[config.mk]
export PLATFORM = sky130hd
export DESIGN_NAME = centered_pwm_timer
export DESIGN_NICKNAME = d
export VERILOG_FILES = /design/src/rtl/cpwm_pkg.sv /design/src/rtl/cpwm_updown_ctr.sv /design/src/rtl/cpwm_cmp_buf.sv /design/src/rtl/cpwm_wave_out.sv /design/src/rtl/cpwm_flags.sv /design/src/rtl/centered_pwm_timer.sv
export SDC_FILE = /design/constraint.sdc
export NUM_CORES = 1
export LEC_CHECK = 0
export BUFFER_PORTS_ARGS = -buffer_cell sky130_fd_sc_hd__buf_2
export CAP_MARGIN = 10
export CORE_AREA = 2 2 65 67
export DETAILED_ROUTE_END_ITERATION = 10
export DIE_AREA = 0 0 67 69
export SLEW_MARGIN = 25
export SYNTH_ARGS = -nofsm -noshare
export SYNTH_HDL_FRONTEND = slang
export SYNTH_SLANG_ARGS = --single-unit
[constraint.sdc]
create_clock -name clk -period 2 [get_ports clk]
set_input_delay 0.1 -clock clk [delete_from_list [all_inputs] [get_ports clk]]
set_output_delay 0.1 -clock clk [all_outputs]
set_load 0.1 [all_outputs]
[src/rtl/cpwm_pkg.sv]
// Package: shared encodings for the centre-aligned PWM timer.
// Assumes: two-bit output-mode field; values 0 and 1 leave the pin untouched.
package cpwm_pkg;
    typedef enum logic [1:0] {
        CMODE_HOLD0  = 2'b00,
        CMODE_HOLD1  = 2'b01,
        CMODE_NONINV = 2'b10,
        CMODE_INV    = 2'b11
    } cmp_mode_e;

    localparam int NUM_FLAGS = 2;
    localparam int FLAG_BOT  = 0;
    localparam int FLAG_HIT  = 1;
endpackage

[src/rtl/cpwm_updown_ctr.sv]
// Module: up/down sweep counter. Steps by one on each enabled cycle,
// turns at all-ones and at zero, and spends one enabled cycle at each end.
// Assumes: CNT_W >= 2. The up flag gives the direction of the next step.
module cpwm_updown_ctr #(
    parameter int CNT_W = 8
) (
    input  logic             clk,
    input  logic             rst_n,
    input  logic             tick,
    output logic [CNT_W-1:0] count,
    output logic             going_up,
    output logic             reach_top,
    output logic             reach_bot
);
    localparam logic [CNT_W-1:0] CNT_TOP = '1;
    localparam logic [CNT_W-1:0] CNT_ONE = CNT_W'(1);

    logic [CNT_W-1:0] count_nxt;

    // Purpose: next count and turning-point strobes for this cycle.
    always_comb begin
        count_nxt = going_up ? (count + CNT_ONE) : (count - CNT_ONE);
        reach_top = tick && going_up  && (count == (CNT_TOP - CNT_ONE));
        reach_bot = tick && !going_up && (count == CNT_ONE);
    end

    // Purpose: register the count and reverse direction at each end.
    always_ff @(posedge clk) begin
        if (!rst_n) begin
            count    <= '0;
            going_up <= 1'b1;
        end else if (tick) begin
            count <= count_nxt;
            if (reach_top) begin
                going_up <= 1'b0;
            end else if (reach_bot) begin
                going_up <= 1'b1;
            end
        end
    end
endmodule

[src/rtl/cpwm_cmp_buf.sv]
// Module: double-buffered compare value. Software writes land in a holding
// register; the working register takes the holding value on a load strobe.
// Assumes: on a load with a write in the same cycle, the load takes the old
// holding value.
module cpwm_cmp_buf #(
    parameter int CNT_W = 8
) (
    input  logic             clk,
    input  logic             rst_n,
    input  logic             wr,
    input  logic [CNT_W-1:0] wdata,
    input  logic             load,
    output logic [CNT_W-1:0] active
);
    logic [CNT_W-1:0] hold_q;

    // Purpose: capture software writes into the holding register.
    always_ff @(posedge clk) begin
        if (!rst_n) begin
            hold_q <= '0;
        end else if (wr) begin
            hold_q <= wdata;
        end
    end

    // Purpose: move the holding value into the working register at the top.
    always_ff @(posedge clk) begin
        if (!rst_n) begin
            active <= '0;
        end else if (load) begin
            active <= hold_q;
        end
    end
endmodule

[src/rtl/cpwm_wave_out.sv]
// Module: compare detector and output stage. On an enabled match it clears or
// sets the output depending on direction and mode; hold modes keep the bit.
// Assumes: the up flag is low while the count sits at the top value.
module cpwm_wave_out
    import cpwm_pkg::*;
#(
    parameter int CNT_W = 8
) (
    input  logic             clk,
    input  logic             rst_n,
    input  logic             tick,
    input  logic [CNT_W-1:0] count,
    input  logic             going_up,
    input  logic [CNT_W-1:0] cmp_val,
    input  logic [1:0]       mode,
    output logic             hit,
    output logic             wave
);
    cmp_mode_e mode_e;

    // Purpose: decode the mode and detect an enabled compare match.
    always_comb begin
        mode_e = cmp_mode_e'(mode);
        hit    = tick && (count == cmp_val);
    end

    // Purpose: apply the direction-dependent action to the output bit.
    always_ff @(posedge clk) begin
        if (!rst_n) begin
            wave <= 1'b0;
        end else if (hit) begin
            case (mode_e)
                CMODE_NONINV: wave <= !going_up;
                CMODE_INV:    wave <= going_up;
                default:      wave <= wave;
            endcase
        end
    end
endmodule

[src/rtl/cpwm_flags.sv]
// Module: bank of sticky event flags with a shared clear; set beats clear.
// Assumes: set inputs are single-cycle strobes.
module cpwm_flags #(
    parameter int NUM = 2
) (
    input  logic           clk,
    input  logic           rst_n,
    input  logic [NUM-1:0] set,
    input  logic           clr,
    output logic [NUM-1:0] flags
);
    for (genvar g = 0; g < NUM; g++) begin : g_flag
        // Purpose: one sticky bit, set has priority over clear.
        always_ff @(posedge clk) begin
            if (!rst_n) begin
                flags[g] <= 1'b0;
            end else if (set[g]) begin
                flags[g] <= 1'b1;
            end else if (clr) begin
                flags[g] <= 1'b0;
            end
        end
    end
endmodule

[src/rtl/centered_pwm_timer.sv]
// Module: top of the centre-aligned dual-slope PWM timer. Connects the sweep
// counter, the compare double buffer, the output stage and the flag bank.
// Assumes: tmr_tick comes from an external prescaler; synchronous reset.
module centered_pwm_timer
    import cpwm_pkg::*;
#(
    parameter int CNT_W = 8
) (
    input  logic             clk,
    input  logic             rst_n,
    input  logic             tmr_tick,
    input  logic             cmp_wr,
    input  logic [CNT_W-1:0] cmp_wdata,
    input  logic [1:0]       cmp_mode,
    input  logic             flag_clr,
    output logic             pwm_out,
    output logic [CNT_W-1:0] count,
    output logic             bot_flag,
    output logic             hit_flag
);
    logic                 going_up;
    logic                 reach_top;
    logic                 reach_bot;
    logic                 hit;
    logic [CNT_W-1:0]     cmp_active;
    logic [NUM_FLAGS-1:0] flag_set;
    logic [NUM_FLAGS-1:0] flag_q;

    cpwm_updown_ctr #(.CNT_W(CNT_W)) ctr_i (
        .clk       (clk),
        .rst_n     (rst_n),
        .tick      (tmr_tick),
        .count     (count),
        .going_up  (going_up),
        .reach_top (reach_top),
        .reach_bot (reach_bot)
    );

    cpwm_cmp_buf #(.CNT_W(CNT_W)) cbuf_i (
        .clk    (clk),
        .rst_n  (rst_n),
        .wr     (cmp_wr),
        .wdata  (cmp_wdata),
        .load   (reach_top),
        .active (cmp_active)
    );

    cpwm_wave_out #(.CNT_W(CNT_W)) wave_i (
        .clk      (clk),
        .rst_n    (rst_n),
        .tick     (tmr_tick),
        .count    (count),
        .going_up (going_up),
        .cmp_val  (cmp_active),
        .mode     (cmp_mode),
        .hit      (hit),
        .wave     (pwm_out)
    );

    // Purpose: route event strobes to their flag slots.
    always_comb begin
        flag_set           = '0;
        flag_set[FLAG_BOT] = reach_bot;
        flag_set[FLAG_HIT] = hit;
    end

    cpwm_flags #(.NUM(NUM_FLAGS)) flags_i (
        .clk   (clk),
        .rst_n (rst_n),
        .set   (flag_set),
        .clr   (flag_clr),
        .flags (flag_q)
    );

    assign bot_flag = flag_q[FLAG_BOT];
    assign hit_flag = flag_q[FLAG_HIT];
endmodule

# Word level (Yosys, flattened, before mapping)

Index checks and enable logic that the tools add are counted.

Muxes and demuxes: 7
Reductions and logical operators: 12
$add $sub $neg: 2
$lt $le $gt $ge: 0
Multipliers: 0
Divide/modulo/power cells: 0
Shift operators: 0
Bitwise operators: 0
Equal/unequal tests: 5

Operators by type and width:

| operator            | count |
|---|---|
| $add 8x1->8 const B | 1 |
| $eq 8x1->1 const B  | 1 |
| $eq 8x8->1          | 1 |
| $eq 8x8->1 const B  | 1 |
| $mux 8              | 1 |
| $reduce_bool 2->1   | 4 |
| $sub 8x1->8 const B | 1 |
| $logic_and 1x1->1   | 5 |
| $mux 1              | 5 |
| $eq 2x2->1 const B  | 2 |
| $reduce_and 2->1    | 2 |
| $pmux 1 s2          | 1 |
| $logic_not 1->1     | 1 |

Register bits: 28
Output and inout bits: 11
Bits in read-only memories: 0
Bits in latches: 0
Memories: 0
Bits of input ports: 15
Word-level logic and storage cells: 33
RAM bits: 0

# Logic depth before layout (Yosys ltp)

Depth after elaboration: 5
Gate-level depth with buffers: 7
Depth with buffers taken out: 6

# Modules after synthesis

A second synthesis with hierarchy kept.

Cells, all modules: 143
Area, all modules: 1412.6 sq um

By module, submodules not included:

| module          | sequential area each (sq um) | instances | cells each | area an instance (sq um) |
|---|---|---|---|---|
| cpwm_cmp_buf    | 320.3                        | 1         | 51         | 608.1 |
| cpwm_updown_ctr | 180.2                        | 1         | 67         | 571.8 |
| cpwm_wave_out   | 20.0                         | 1         | 19         | 165.2 |
| cpwm_flags      | 40.0                         | 1         | 6          | 67.6 |

# Worst setup path before layout

No wires, ideal clock.

Kind: reg2reg
From: reg ctr_i.count[3]
To: reg cbuf_i.active[0]
Clock period less this slack: 2437 ps
Required time: 1872 ps
Data arrival time: 2309 ps
Slack: -437 ps
Stages on the path, launching flop included: 6
Library setup time: 128 ps
Path buffers: 1
Cell sequence: dfxtp_1 buf_2 nand4_1 nor4_4 mux2i_1 nor2_1

Cells in the longest elaborated chain, start to end: 2

RTL lines:

| what                   | RTL line              | RTL |
|---|---|---|
| from (decl)            | cpwm_updown_ctr.sv:10 | `output logic [CNT_W-1:0] count,` |
| from (signal assigned) | cpwm_updown_ctr.sv:33 | `count <= count_nxt;` |
| $eq 8x8->1             | cpwm_updown_ctr.sv:23 | `reach_top = tick && going_up && (count == (CNT_TOP - CNT_ONE));` |
| $logic_and 1x1->1      | cpwm_updown_ctr.sv:23 |  |
| to (signal assigned)   | cpwm_cmp_buf.sv:31    | `active <= hold_q;` |
| to (decl)              | cpwm_cmp_buf.sv:13    | `output logic [CNT_W-1:0] active` |

Every way passes these cells.
A chain may end at the register's enable or synchronous reset.

# Worst setup path in the final report

From: reg ctr_i.count[2]
To: reg ctr_i.count[5]

Cells in the longest elaborated chain, start to end: 2
Elaborated cells on any way between the ends: 3
Classes of those cells: add/sub: 2; mux: 1

RTL lines:

| what                                       | RTL line              | RTL |
|---|---|---|
| $sub 8x1->8 or $add 8x1->8 (tied branches) | cpwm_updown_ctr.sv:22 | `count_nxt = going_up ? (count + CNT_ONE) : (count - CNT_ONE);` |
| $mux 8 *                                   | cpwm_updown_ctr.sv:22 |  |

Mark *: on every way between the ends. The rest lies on a longest branch, timed or not.

==> reports/results.ini <==
[run_status]
run_status = complete, no violations

[sta]
slew_headroom = 0.672
setup_tns_ns = 0
maxSlewViolCount = 0
fin_crit_sh = 0.873
period_minus_slack_ns = 1.75
hold_violations = 0
setup_viol = 0
clock_skew_ns = 0.00357
setup_ws_ns = 0.255
hold_slack_ns = 0.0531
rsz0062_at_grt = false
fmaxAchievable_ghz = 0.573
tightest_slew_ns = 0.495

[floorplan]
fp.dieW_um = 67
die_y_um = 69
core-area_mm2 = 0.00391
dieArea_mm2 = 0.00462
ioPinCount = 26
num_rows = 23
start_util = 0.341

[route]
vias = 1034
routed_wl_um = 2670
routedWlPerCell_um = 12.5
ant_nets = 0
drtPass1Iterations = 4
route.detailed.drc = 0
avgViaCountPerCell = 4.83
drtIter0Drc = 60

[grt]
antenna_found_initial = 0
grt_max_degree = 26
overflow = 0
grt_pass1_vias = 990
grt_usage = 0.124
grt_pass1_wl_um = 4590

[logic_synthesis]
synth.yosys.warnings = 0
syn-num-nets = 162
syn-cell-area_mm2 = 0.00134
yosys-top-cells-area = dfxtp_1, mux2i_1, xnor2_1, nor2_1, ha_1
ys_seq_area_frac = 0.420
synth_top_area_frac = 0.420
synth.avg_cell_area_um2 = 9.34
synthFlopType = dfxtp_1
yosysTopAreaCell = dfxtp_1
synth_async_sr_flop_share = 0
yosysUniqueCellTypes = 34
synth_edf_count = 0
syn_inst = 143
synth-seq-cells = 28

[final_layout]
utilization = 0.401
layout-drive-gt1-share = 0.274
fin_area_mm2 = 0.00157
syn_to_final_growth_pct = 17.5
n_antenna_cell = 0
final_net_count = 184

[power_and_ir_drop]
switching_share = 0.263
p_leak_nw = 0.638
powerDensity_mw_per_mm2 = 722
ir_worst_vdd_mv = 0.469
seq_power_share = 0.522
power_frac_comb = 0.128
p_switching_w = 0.000298
p_int_w = 0.000834
clockPowerShare = 0.350

[clock_tree]
cts_tree = built
ctsHtreeMaxLevel = 1
clk_latency_ns = 0.27
cts.sinks = 28
numCtsBuffers = 3
cts.clk_slew.worst_paths_ns = 0.10
cts_setup_buffers = 0
cts_resized = 0
ctsHoldBuffers = 0
cts_buffer_depth = 2
root_buffer = clkbuf_8

[placement]
hpwl_um = 1960
place_congestion = 0.821
pre_cts_ws_ns = 0.284
port-buffer-count = 25
place_area_mm2 = 0.00150

[critical_path]
path_class = flip-flop to flip-flop
start_kind = flip-flop
critPathRequiredTime_ns = 2.21
worstSetupStartpoint = ctr_i.count[2]
crit_fanout = 9
worst_ep_arrival_time_ns = 1.95
end_kind = flip-flop
rr_startpoint = ctr_i.count[2]

[hold_path]
min-delay-start = rst_n
hp-class = primary input to flip-flop

[flow_run]
cap_violations = 0

==> state kept, by name (all words and copies together) (netlist names) <==
name,flops
cbuf_i.active,8
cbuf_i.hold_q,8
ctr_i.count,8
flags_i.flags,2
ctr_i.going_up,1
wave_i.wave,1
==> power by group through the flow <==
stage	clock network (W)	registers (W)	logic [W]
3_3_place_gp	0	0.000603	0.000144
5_1_grt	0.000428	0.000594	0.000157
3_5_place_dp	0	0.000604	0.000146
6_report	0.000396	0.000591	0.000144
2_1_floorplan	0	0.000647	0.0000686
4_1_cts	0.000417	0.000591	0.000147
==> cells by family (layout without fill, tap and decap cells) <==
kind of cell	count (synthesis)	in the layout	share of synthesized area
simple gates	49	49	0.187
flops	28	28	0.420
mux	18	18	0.136
compound gates	15	15	0.0778
buf+inv	15	36	0.0506
xor+xnor	14	14	0.0918
fa+ha+maj	4	4	0.0375
==> cells in the mapped netlist (2+ instances only) <==
master / count
a21oi_1: 5
buf_2: 2
clkbuf_1: 5
dfxtp_1: 28
ha_1: 4
inv_1: 5
mux2i_1: 17
nand2_1: 7
nand2b_1: 2
nand3_1: 4
nand4_1: 3
nor2_1: 23
nor3_1: 2
o21ai_0: 2
o32a_1: 2
or3_1: 2
xnor2_1: 11
xor2_1: 3
==> critical path, cell delays in order (launching register included) <==
cell and delay [ns]:
dfxtp_4 0.39, or4_4 0.55, o32a_1 0.31, or3_1 0.30
a21oi_1 0.13
==> path summary, 6_finish.rpt <==
path,to,slack [ns],depth (start not counted)
worst max-delay path,ctr_i.count[5],0.25,4
worst min-delay path,ctr_i.going_up,0.05,2
worst max register to register,ctr_i.count[5],0.25,4
worst min register to register,flags_i.flags[0],0.49,2
==> placed cells by master, fill, tap and decap left out <==
cell / n
buf_2: 25
nor2_1: 23
dfxtp_1: 20
mux2i_1: 17
xnor2_1: 11
nand2_1: 7
inv_1: 5
a21oi_1: 5
dfxtp_2: 5
nand3_1: 4
ha_1: 4
nand4_1: 3
xor2_1: 3
clkbuf_8: 3
dfxtp_4: 3
nand2b_1: 2
nor3_1: 2
o21ai_0: 2
or3_1: 2
o32a_1: 2
o31ai_1: 1
or4_4: 1
nor4_1: 1
nand3b_1: 1
a31oi_1: 1
inv_2: 1
nor4_4: 1
mux2_2: 1
o22a_2: 1
and3_2: 1
o211ai_1: 1
or4_2: 1
o311ai_0: 1
o41ai_1: 1
clkbuf_16: 1
buf_4: 1
==> cell type report <==
class                           count  area (µm²)
Clock buffer                        4        66.3
Fill cell                         441        2340
Inverter                            6        22.5
Multi-Input combinational cell    100         707
Sequential cell                    28         578
Tap cell                           50        62.6
Timing Repair Buffer               26         133
==> per-layer routing <==
layer	GRT usage	part of all wire	up-vias
met2	0.200	0.47	18
met5	0	0	-
li1	-	-	531
met3	0.0359	0.041	2
met1	0.166	0.48	483
met4	0.0204	0.0064	0
==> metrics by stage <==
stage / std cells / power [W]
2_1_floorplan: 143 / 0.000716
5_1_grt: 214 / 0.00118
4_1_cts: 214 / 0.00115
6_report: 214 / 0.00113
3_5_place_dp: 210 / 0.000751
3_3_place_gp: 210 / 0.000747
Power figures use the tool's default switching activity.
